`src/rtl/sertx_ctrl.sv`:
```
module sertx_ctrl #(
  parameter int DATA_W = 8
) (
  input  logic              clk,
  input  logic              rst_n,
  input  logic              wr_en,
  input  logic [DATA_W-1:0] wr_data,
  input  logic              tx_en,
  input  logic              nine_bit,
  input  logic              tie,
  input  logic              tcie,
  input  logic              bit_tick,
  output logic              txd,
  output logic              tx_empty,
  output logic              tx_done,
  output logic              tx_irq
);
  localparam int SH_W  = DATA_W + 3;
  localparam int CNT_W = $clog2(DATA_W + 4);
  localparam logic [CNT_W-1:0] LEN_SHORT = CNT_W'(DATA_W + 2);
  localparam logic [CNT_W-1:0] LEN_LONG  = CNT_W'(DATA_W + 3);

  logic [DATA_W-1:0] hold;
  logic              pending, busy;
  logic [SH_W-1:0]   shreg;
  logic [CNT_W-1:0]  left;

  wire accept = wr_en & tx_empty;
  wire start  = tx_en & ~busy & (pending | accept);
  wire [DATA_W-1:0] next_char = accept ? wr_data : hold;

  always_ff @(posedge clk or negedge rst_n) begin
    if (!rst_n) begin
      hold     <= '0;
      pending  <= 1'b0;
      busy     <= 1'b0;
      shreg    <= '1;
      left     <= '0;
      tx_empty <= 1'b1;
      tx_done  <= 1'b1;
    end else begin
      if (accept) begin
        hold    <= wr_data;
        pending <= 1'b1;
      end
      if (start) begin
        pending  <= 1'b0;
        busy     <= 1'b1;
        tx_empty <= 1'b0;
        tx_done  <= 1'b0;
        shreg    <= {2'b11, next_char, 1'b0};
        left     <= nine_bit ? LEN_LONG : LEN_SHORT;
      end else if (busy && bit_tick) begin
        shreg <= {1'b1, shreg[SH_W-1:1]};
        left  <= left - 1'b1;
        if (left == CNT_W'(1)) begin
          busy     <= 1'b0;
          tx_empty <= 1'b1;
          tx_done  <= 1'b1;
        end
      end
    end
  end

  assign txd    = busy ? shreg[0] : 1'b1;
  assign tx_irq = (tie & tx_empty) | (tcie & tx_done);
endmodule

```
`config.mk`:
```
export PLATFORM = sky130hd
export DESIGN_NAME = sertx_ctrl
export DESIGN_NICKNAME = d
export VERILOG_FILES = /design/src/rtl/sertx_ctrl.sv
export SDC_FILE = /design/constraint.sdc
export NUM_CORES = 1
export LEC_CHECK = 0
export ABC_AREA = 1
export BUFFER_PORTS_ARGS = -buffer_cell sky130_fd_sc_hd__clkbuf_2
export CAP_MARGIN = 20
export CORE_AREA = 4 4 52 54
export CTS_BUF_LIST = sky130_fd_sc_hd__clkbuf_2 sky130_fd_sc_hd__clkbuf_4 sky130_fd_sc_hd__clkbuf_8
export DETAILED_ROUTE_END_ITERATION = 8
export DIE_AREA = 0 0 56 58
export PLACE_DENSITY = 0.75
export SLEW_MARGIN = 15
export SYNTH_ARGS = -nofsm -noshare
export SYNTH_HDL_FRONTEND = slang
export SYNTH_SLANG_ARGS = --single-unit
```
`constraint.sdc`:
```
create_clock -name clk -period 3.75 [get_ports clk]
set_clock_uncertainty 0.15 [all_clocks]
set_input_delay 0.75 -clock clk [delete_from_list [all_inputs] [get_ports clk]]
set_output_delay 0.75 -clock clk [all_outputs]
set_load 0.01 [all_outputs]
```
**Yosys cells after proc, flatten, opt, wreduce, memory -nomap -nowiden**

Cells that the tools add are included.

- Bitwise gates (word level): 8
- Equal/unequal tests: 1
- Reductions and logical operators: 5
- Add/sub/neg operators: 1
- Muxes and demuxes: 15

Operators by type and width:

| kind | number |
|---|---|
| two-way mux 11 bit | 2 |
| two-way mux 1 bit | 10 |
| two-way mux 4 bit | 2 |
| two-way mux 8 bit | 1 |
| nonzero test 2 bit | 3 |
| bitwise AND 1 bit | 5 |
| equality test 4 x 1 -> 1 bit, second input constant | 1 |
| subtractor 4 x 1 -> 4 bit, second input constant | 1 |
| OR 1 bit | 2 |
| AND reduction 2 bit | 1 |
| logical AND 1 bit | 1 |
| inverter 1 bit | 1 |

- Output and inout port bits: 4
- Logic and storage cells: 36
- Flip-flop bits (word level): 26
- Bits of input ports: 16

**Logic depth before layout (Yosys ltp)**

Gate-level depths: netlist of the first run.

- Word-level depth: 5
- Mapped depth: 8
- Depth with buffers taken out: 7

**Worst setup path after synthesis of the first run**

No wires, ideal clock.

- Kind: input to output
- Start point: input port tie
- End point: output port tx_irq
- Buffers on the path: 0
- Arrival time: 934 ps
- Stages: 2
- Data required time: 2850 ps
- Slack: 1916 ps
- Path through: nor2_1 > nor2_1

- Cells in the longest elaborated chain, start to end: 2

Ends and longest elaborated chain:

| element | RTL line | source |
|---|---|---|
| from (decl) | 10 | `input logic tie,` |
| bitwise AND 1 bit | 66 | `assign tx_irq = (tie & tx_empty) \| (tcie & tx_done);` |
| OR 1 bit | 66 |  |
| to (decl) | 16 | `output logic tx_irq` |

No other way between the ends.

**Final worst setup path of the first run**

- Start point: register tx_done
- End point: output port tx_irq

- Cells in the longest elaborated chain, start to end: 2
- Elaborated cells between the ends (all ways): 3
- Classes of those cells: 3 x bitwise

Ends and longest elaborated chain:

| element | RTL line | source |
|---|---|---|
| from (decl) | 15 | `output logic tx_done,` |
| from (signal assigned) | 40 | `tx_done <= 1'b1;` |
| from (signal assigned) | 50 | `tx_done <= 1'b0;` |
| from (signal assigned) | 59 | `tx_done <= 1'b1;` |
| bitwise AND 1 bit | -- |  |
| OR 1 bit (*) | 66 |  |

Every way passes the cells marked *; elsewhere a longest branch is shown, timed or not.

==> impl_metrics.toml, run 1 <==
[pwr]
p_switching_w = 0.000343
p_comb_frac = 0.347
peakVddDrop_mv = 0.444
power_density_nw_per_um2 = 718
seqPwrFrac = 0.520
p_leak_nw = 0.693
internal_power_w = 0.000570
p_total_w = 0.000913
p_clk_frac = 0.133
sw_frac_of_total = 0.375

[synth]
yosysWarnings = 0
synth_area_leaders = "dfrtp_1 (30%), dfstp_2 (22%), nand3_1 (14%)"
ys_types = 19
syn_nets = 158
syn_area_per_cell_um2 = 8.37
synthTopCellsByCount = "nand2_1 (43), nand3_1 (33), inv_1 (16)"
yosys.area.top_type = "dfrtp_1"
synthesis.area_um2 = 1170
synth_ff_type = "dfrtp_1"
ys_async_sr_fraction = 1.00
synth.top_cell.area_share = 0.299
synth_edf_count = 0
synth.most_common_cell = "nand2_1"
synth-seq-cells = 24
yosysSeqAreaShare = 0.524
syn_inst = 140

[clock_network]
cts_setup_buffers = 0
numCtsBuffers = 3
cts_tree = "yes"
htreeDepth = 1
clkTransAtPathRegs_ns = 0.13
post_cts_resized = 0
cts_sinks = 24
clockBufferDepth = 2
cts_root_buffer = "clkbuf_4"
clk_latency_ns = 0.31
holdBufCountCts = 0

[floorplanning]
start_util = 0.529
num_io_pins = 20
die_height_um = 58
fp.dieArea_um2 = 3250
num_rows = 17
core_area_um2 = 2210
die_x_um = 56

[global_route]
grt_pass1_wl_um = 3940
antenna_found_initial = 0
grt_pass1_vias = 894
grt_max_degree = 25
gr-usage-all-layers = 0.156
grt_remaining_overflow = 0

[critical_path]
critPathArrivalTime_ns = 1.30
crit_type = "reg -> out"
worst_setup_path_end_kind = "output pin"
critPathMaxFanout = 11
start_kind = "flop"
rrSetupSlack_ns = 1.98
cp.required_ns = 2.85

[placed_design]
routabilityCongestion = 0.844
port_buffers = 19
post-dp-hpwl_um = 1680
place_ws_ns = 1.65

[timing]
fin_ws_ns = 1.55
fin_tns_setup_ns = 0
period_minus_slack_ns = 2.20
slew_headroom = 0.611
setup_viol = 0
grt_setup_unrepaired = "no"
fmax_mhz = 454
finalCritPeriodShare = 0.587
finalMaxSlewViolations = 0
tightest_slew_ns = 0.582
hold_viol_final = 0

[detailed_routing]
wl_per_cell_um = 12.2
vias_per_cell = 5.15
vias = 942
first_pass_iters = 4
drc = 0
ant_nets = 0
first_iter_violations = 14
finalWirelength_um = 2230

[finish]
antenna_cells = 0
multi_input_area_um2 = 435
area.sequential_um2 = 613
area_growth_pct = 8.65
nFillCells = 219
fin_nets = 174
drive_above_1_share = 0.239

[worst_hold_path]
hold_class = "in -> async"

[outcome]
outcome = "finished clean"

[job]
cap_violations = 0
-- per-stage QoR --
stage / cells / util / hold slack (ns) / area, µm²
final: 183 / 0.575 / 0.257 / 1270
after global routing: 183 / 0.575 / 0.302 / 1270
after CTS: 183 / 0.575 / 0.272 / 1270
after detailed placement: 179 / 0.562 / 0.308 / 1240
after global placement: 179 / 0.562 / 0.307 / 1240
after floorplan: 140 / - / 0.288 / 1170
-- cell families after synthesis --
family,share of synthesized area
AO/OA/AOI/OAI,0.0331
adder cells (fa/ha/maj),0.0214
buffers and inverters,0.105
flip-flops,0.524
AND/OR/NAND/NOR,0.317
-- state kept, by name, summed over array words and instances (netlist names) --
name and cells:
shreg 9, hold 8, left 4, busy 1
pending 1, tx_done 1
-- per-layer routing --
| metal | up-vias | routed length (µm) | track usage |
|---|---|---|---|
| met5 | - | 0 | 0 |
| met4 | 0 | 19 | 0.0610 |
| met3 | 4 | 65 | 0.0200 |
| met2 | 17 | 1050 | 0.245 |
| met1 | 445 | 1100 | 0.220 |
| li1 | 476 | - | - |
-- final timing paths --
check,start,cells after the start,endpoint
min,rst_n,1,hold[6]$_DFF_PN0_
max reg2reg,tx_done$_DFFE_PN1P_,5,shreg[6]$_DFFE_PN1P_
min in group clk,shreg[0]$_DFFE_PN1P_,2,shreg[0]$_DFFE_PN1P_
max in group asynchronous,rst_n,1,shreg[0]$_DFFE_PN1P_
max,tx_done$_DFFE_PN1P_,3,tx_irq
min reg2reg,shreg[0]$_DFFE_PN1P_,2,shreg[0]$_DFFE_PN1P_
-- cell type report --
type	instances	area share
tap	28	0.0275
clock buffer	4	0.0236
multi-input combinational	91	0.342
timing repair buffer	19	0.0747
inverter	17	0.0501
sequential	24	0.482
-- placed cells by master (no fill, tap or decap) --
cell,n
nand2_1,43
nand3_1,33
clkbuf_2,19
inv_1,16
dfrtp_1,14
dfstp_2,10
nor2_1,4
clkbuf_4,4
nand4_1,2
a21oi_1,2
ha_1,2
nand2_4,1
o21ai_1,1
nand2_2,1
inv_2,1
a21oi_4,1
o211ai_1,1
-- power by group through the flow --
stage | combinational, W | clock (W) | sequential (W)
final | 0.000316 | 0.000122 | 0.000475
after global routing | 0.000371 | 0.000138 | 0.000490
after CTS | 0.000323 | 0.000126 | 0.000475
after detailed placement | 0.000321 | 0 | 0.000479
after global placement | 0.000307 | 0 | 0.000475
after floorplan | 0.000272 | 0 | 0.000454
-- worst max-delay path: stages (launching register included) --
cell      delay, ns
dfstp_2        0.67
inv_1          0.09
nor2_1         0.10
clkbuf_2       0.13
Power figures use the tool's default switching activity.
==> inputs of run 2 (changes only) <==
Clock period 3.75 ns to 2.3 ns, I/O delays scaled along.
==> impl_metrics.toml, run 2 (same netlist as run 1, synthesis figures left out) <==
[floorplanning]
fp.dieArea_um2 = 3250
num_io_pins = 20
die_x_um = 56
num_rows = 17
core_area_um2 = 2210
die_height_um = 58
start_util = 0.529

[detailed_routing]
first_iter_violations = 26
drc = 0
wl_per_cell_um = 12.7
finalWirelength_um = 2320
ant_nets = 0
first_pass_iters = 4
vias = 949
vias_per_cell = 5.19

[global_route]
grt_pass1_vias = 917
grt_max_degree = 25
grt_pass1_wl_um = 3930
antenna_found_initial = 0
grt_remaining_overflow = 0
gr-usage-all-layers = 0.153

[clock_network]
htreeDepth = 1
numCtsBuffers = 3
clk_latency_ns = 0.31
cts_sinks = 24
cts_root_buffer = "clkbuf_4"
clockBufferDepth = 2
cts_tree = "yes"
clkTransAtPathRegs_ns = 0.12
cts_setup_buffers = 0

[critical_path]
rrSetupSlack_ns = 0.50
crit_type = "reg -> out"
critPathArrivalTime_ns = 1.29
ff2ff_path_depth = 5
cp.required_ns = 1.69
timing.rr.end = "left[2]$_DFFE_PN0P_"
worst_setup_path_end_kind = "output pin"
start_kind = "flop"
rr_startpoint = "tx_done$_DFFE_PN1P_"
critPathMaxFanout = 11

[pwr]
power_density_nw_per_um2 = 1160
p_leak_nw = 0.693
peakVddDrop_mv = 0.763

[timing]
tightest_slew_ns = 0.614
finalCritPeriodShare = 0.828
fin_tns_setup_ns = 0
period_minus_slack_ns = 1.90
grt_setup_unrepaired = "no"
hold_viol_final = 0
finalMaxSlewViolations = 0
fmax_mhz = 525
slew_headroom = 0.589
setup_viol = 0

[finish]
reg.largest.list = "shreg x9, hold x8, left x4"
multi_input_area_um2 = 435
drive_above_1_share = 0.232
final_cell_mix = "nand2_1 (43), nand3_1 (33), clkbuf_2 (19), inv_1 (16), dfrtp_1 (14)"
fin_area_um2 = 1270
final_common_cell = "nand2_1"
fin_nets = 175
area_growth_pct = 8.87
largest_reg_flops = 9
regMostFlops = "shreg"
nFillCells = 214
area.sequential_um2 = 613
antenna_cells = 0

[placed_design]
routabilityCongestion = 0.735
port_buffers = 19
post_dp_cell_area_um2 = 1240
post-dp-hpwl_um = 1710

[worst_hold_path]
worstHoldStart = "wr_data[7]"
hold_class = "in -> reg"
hold_end = "hold[7]$_DFF_PN0_"
holdPathStages = 3

[job]
cap_violations = 0

[outcome]
outcome = "finished clean"
## run 2: changes by cell type in the layout (fill, tap and decap cells not counted), sizes merged
cell         previous run  this run
dlygate4sd3             0         1
clkbuf                 23        22
## run 2: worst max path at each step
stage / startpoint / endpoint / slack [ns]
finish: tx_done$_DFFE_PN1P_ / tx_irq / 0.40
detailed placement: wr_en / left[2]$_DFFE_PN0P_ / 0.48
CTS: tx_done$_DFFE_PN1P_ / tx_irq / 0.38
floorplan: tx_done$_DFFE_PN1P_ / tx_irq / 0.78
global route: tx_done$_DFFE_PN1P_ / tx_irq / 0.29
global placement: wr_en / shreg[8]$_DFFE_PN1P_ / 0.55
## run 2: metrics by stage
stage / utilization / hold WS, ns / setup WS (ns) / std cells / total power, W
finish: 0.576 / 0.234 / 0.396 / 183 / 0.00148
detailed placement: 0.562 / 0.313 / 0.477 / 179 / 0.00131
CTS: 0.576 / 0.223 / 0.379 / 183 / 0.00149
floorplan: - / 0.0144 / 0.779 / 140 / 0.00118
global route: 0.576 / 0.234 / 0.287 / 183 / 0.00161
global placement: 0.562 / 0.307 / 0.546 / 179 / 0.00127
## run 2: worst max-delay path, stage by stage (launching register included)
cell	delay (ns)
dfstp_2	0.67
inv_1	0.08
nor2_1	0.10
clkbuf_2	0.13
## run 2: what timing repair did
item / in CTS / in global routing
hold buffers: 1 / 0
endpoints found under the hold margin: 14 / 0
gates resized for setup: 0 / 0
endpoints found under the setup margin: 0 / 0
## run 2: per-layer routing
layer	routed length, µm	track usage	part of all wire
met5	0	0	0
met4	56	0.0542	0.024
met3	91	0.0490	0.039
met2	1110	0.247	0.48
met1	1060	0.193	0.46
## run 2: layout make-up
cell class,instances,share of cell area
clock buffer,3,0.0177
sequential,24,0.481
multi-input combinational,91,0.342
tap,28,0.0275
inverter,17,0.0500
timing repair buffer,20,0.0824
## run 2: where the power goes
group | internal [W] | total, W | switching (W)
combinational | 0.000193 | 0.000528 | 0.000336
clock | 0.0000613 | 0.000180 | 0.000118
sequential | 0.000660 | 0.000775 | 0.000114
total | 0.000914 | 0.00148 | 0.000568
==> inputs of run 3 (changes only) <==
Settings changed: CORE_AREA 4 4 52 54 to 4 4 53 55, DIE_AREA 0 0 56 58 to 0 0 57 59.
Clock period 2.3 ns to 1.7 ns, I/O delays scaled along.
==> impl_metrics.toml, run 3 (same netlist as run 1, synthesis figures left out) <==
[timing]
slew_headroom = 0.618
timing.hold.ws_ns = 0.130
tightest_slew_ns = 0.573
grt_setup_unrepaired = "yes"
hold_viol_final = 0
setup_viol = 0
period_minus_slack_ns = 1.65
finalCritPeriodShare = 0.970
fmax_mhz = 607
finalMaxSlewViolations = 0
fin_tns_setup_ns = 0

[detailed_routing]
ant_nets = 0
vias_per_cell = 4.89
finalWirelength_um = 2160
wl_per_cell_um = 11.4
first_iter_violations = 39
drc = 0
first_pass_iters = 5
vias = 929

[finish]
final_cells = 190
area_growth_pct = 12.3
final_cell_mix = "nand2_1 (43), nand3_1 (33), clkbuf_2 (18), inv_1 (16), dfrtp_1 (14)"
fin_area_um2 = 1320
final_common_cell = "nand2_1"
drive_above_1_share = 0.256
antenna_cells = 0
fin_nets = 179
reg.largest.list = "shreg x9, hold x8, left x4"
nFillCells = 229
regMostFlops = "shreg"
largest_reg_flops = 9

[clock_network]
numCtsBuffers = 3
cts_root_buffer = "clkbuf_4"
cts_sinks = 24
htreeDepth = 1
clk_latency_ns = 0.31
clockBufferDepth = 2
cts_tree = "yes"
clkTransAtPathRegs_ns = 0.13

[floorplanning]
fp.dieArea_um2 = 3360
die_height_um = 59
num_io_pins = 20
start_util = 0.491
core_area_um2 = 2390
num_rows = 18
die_x_um = 57

[pwr]
power_density_nw_per_um2 = 1560
p_comb_frac = 0.372
p_clk_frac = 0.132
p_total_w = 0.00205
sw_frac_of_total = 0.368
peakVddDrop_mv = 0.816
seqPwrFrac = 0.496
p_switching_w = 0.000754
internal_power_w = 0.00129
p_leak_nw = 0.717

[critical_path]
ff2ff_path_depth = 6
rr_startpoint = "tx_done$_DFFE_PN1P_"
crit_type = "reg -> out"
timing.rr.end = "left[0]$_DFFE_PN0P_"
critPathArrivalTime_ns = 1.16
cp.required_ns = 1.21
critPathMaxFanout = 9
start_kind = "flop"
rrSetupSlack_ns = 0.19
worst_setup_path_end_kind = "output pin"

[placed_design]
place_inst = 184
routabilityCongestion = 0.816
post-dp-hpwl_um = 1640
post_dp_cell_area_um2 = 1270
port_buffers = 19

[job]
cap_violations = 0

[outcome]
outcome = "finished clean"

[global_route]
grt_pass1_vias = 865
grt_max_degree = 25
grt_remaining_overflow = 0
grt_pass1_wl_um = 3700
grt_use_met3 = 0.0283
top_usage_layer = "met2"
gr-usage-all-layers = 0.140
antenna_found_initial = 0
met1_usage = 0.178
met2_usage = 0.237

[worst_hold_path]
worstHoldStart = "wr_data[1]"
hold_end = "hold[1]$_DFF_PN0_"
holdPathStages = 3
hold_class = "in -> reg"
## run 3: cell types whose count changed in the layout (fill, tap and decap cells not counted), sizes merged
cell  previous run  this run
buf              0         5
## run 3: layer usage
metal	wire (µm)	up-vias
met2	995	30
li1	-	481
met1	996	412
met5	0	-
met4	33	0
met3	137	6
## run 3: worst max-delay path by stage
| stage | cells after the start | start | slack (ns) | endpoint |
|---|---|---|---|---|
| 6_report | 2 | tx_done$_DFFE_PN1P_ | 0.05 | tx_done |
| 5_1_grt | 2 | tx_done$_DFFE_PN1P_ | -0.002 | tx_done |
| 4_1_cts | 2 | tx_done$_DFFE_PN1P_ | 0.03 | tx_done |
| 3_5_place_dp | 8 | wr_en | 0.25 | shreg[8]$_DFFE_PN1P_ |
| 3_3_place_gp | 8 | wr_en | 0.28 | left[0]$_DFFE_PN0P_ |
| 2_1_floorplan | 7 | tx_done$_DFFE_PN1P_ | 0.21 | left[0]$_DFFE_PN0P_ |
## run 3: layout make-up
class / instances / area, µm² / area share
sequential: 24 / 613 / 0.466
multi-input combinational: 91 / 435 / 0.331
timing repair buffer: 24 / 135 / 0.103
inverter: 17 / 63.8 / 0.0485
tap: 30 / 37.5 / 0.0285
clock buffer: 4 / 30.0 / 0.0228
## run 3: critical path, cell delays in order, from the launching register on
cell and delay (ns):
dfstp_2 0.56, buf_4 0.15, clkbuf_2 0.14
## run 3: power groups by stage
stage / sequential (W) / clock [W] / combinational, W
final: 0.00101 / 0.000270 / 0.000762
after global routing: 0.00105 / 0.000300 / 0.000881
after CTS: 0.00101 / 0.000279 / 0.000773
after detailed placement: 0.00103 / 0 / 0.000746
after global placement: 0.00103 / 0 / 0.000728
after floorplan: 0.00100 / 0 / 0.000600
## run 3: stage by stage
| stage | utilization | worst slack [ns] |
|---|---|---|
| 6_report | 0.551 | 0.0515 |
| 5_1_grt | 0.551 | -0.00176 |
| 4_1_cts | 0.551 | 0.0303 |
| 3_5_place_dp | 0.531 | 0.253 |
| 3_3_place_gp | 0.531 | 0.285 |
| 2_1_floorplan | - | 0.211 |
## run 3: what timing repair did
| action | CTS | global route |
|---|---|---|
| endpoints found under the hold margin | 14 | 0 |
| endpoints found under the setup margin | 3 | 3 |
| resized for setup | 0 | 1 |
| hold buffers | 1 | 0 |
| buffers inserted | 1 | 0 |
| pin swaps | 0 | 0 |
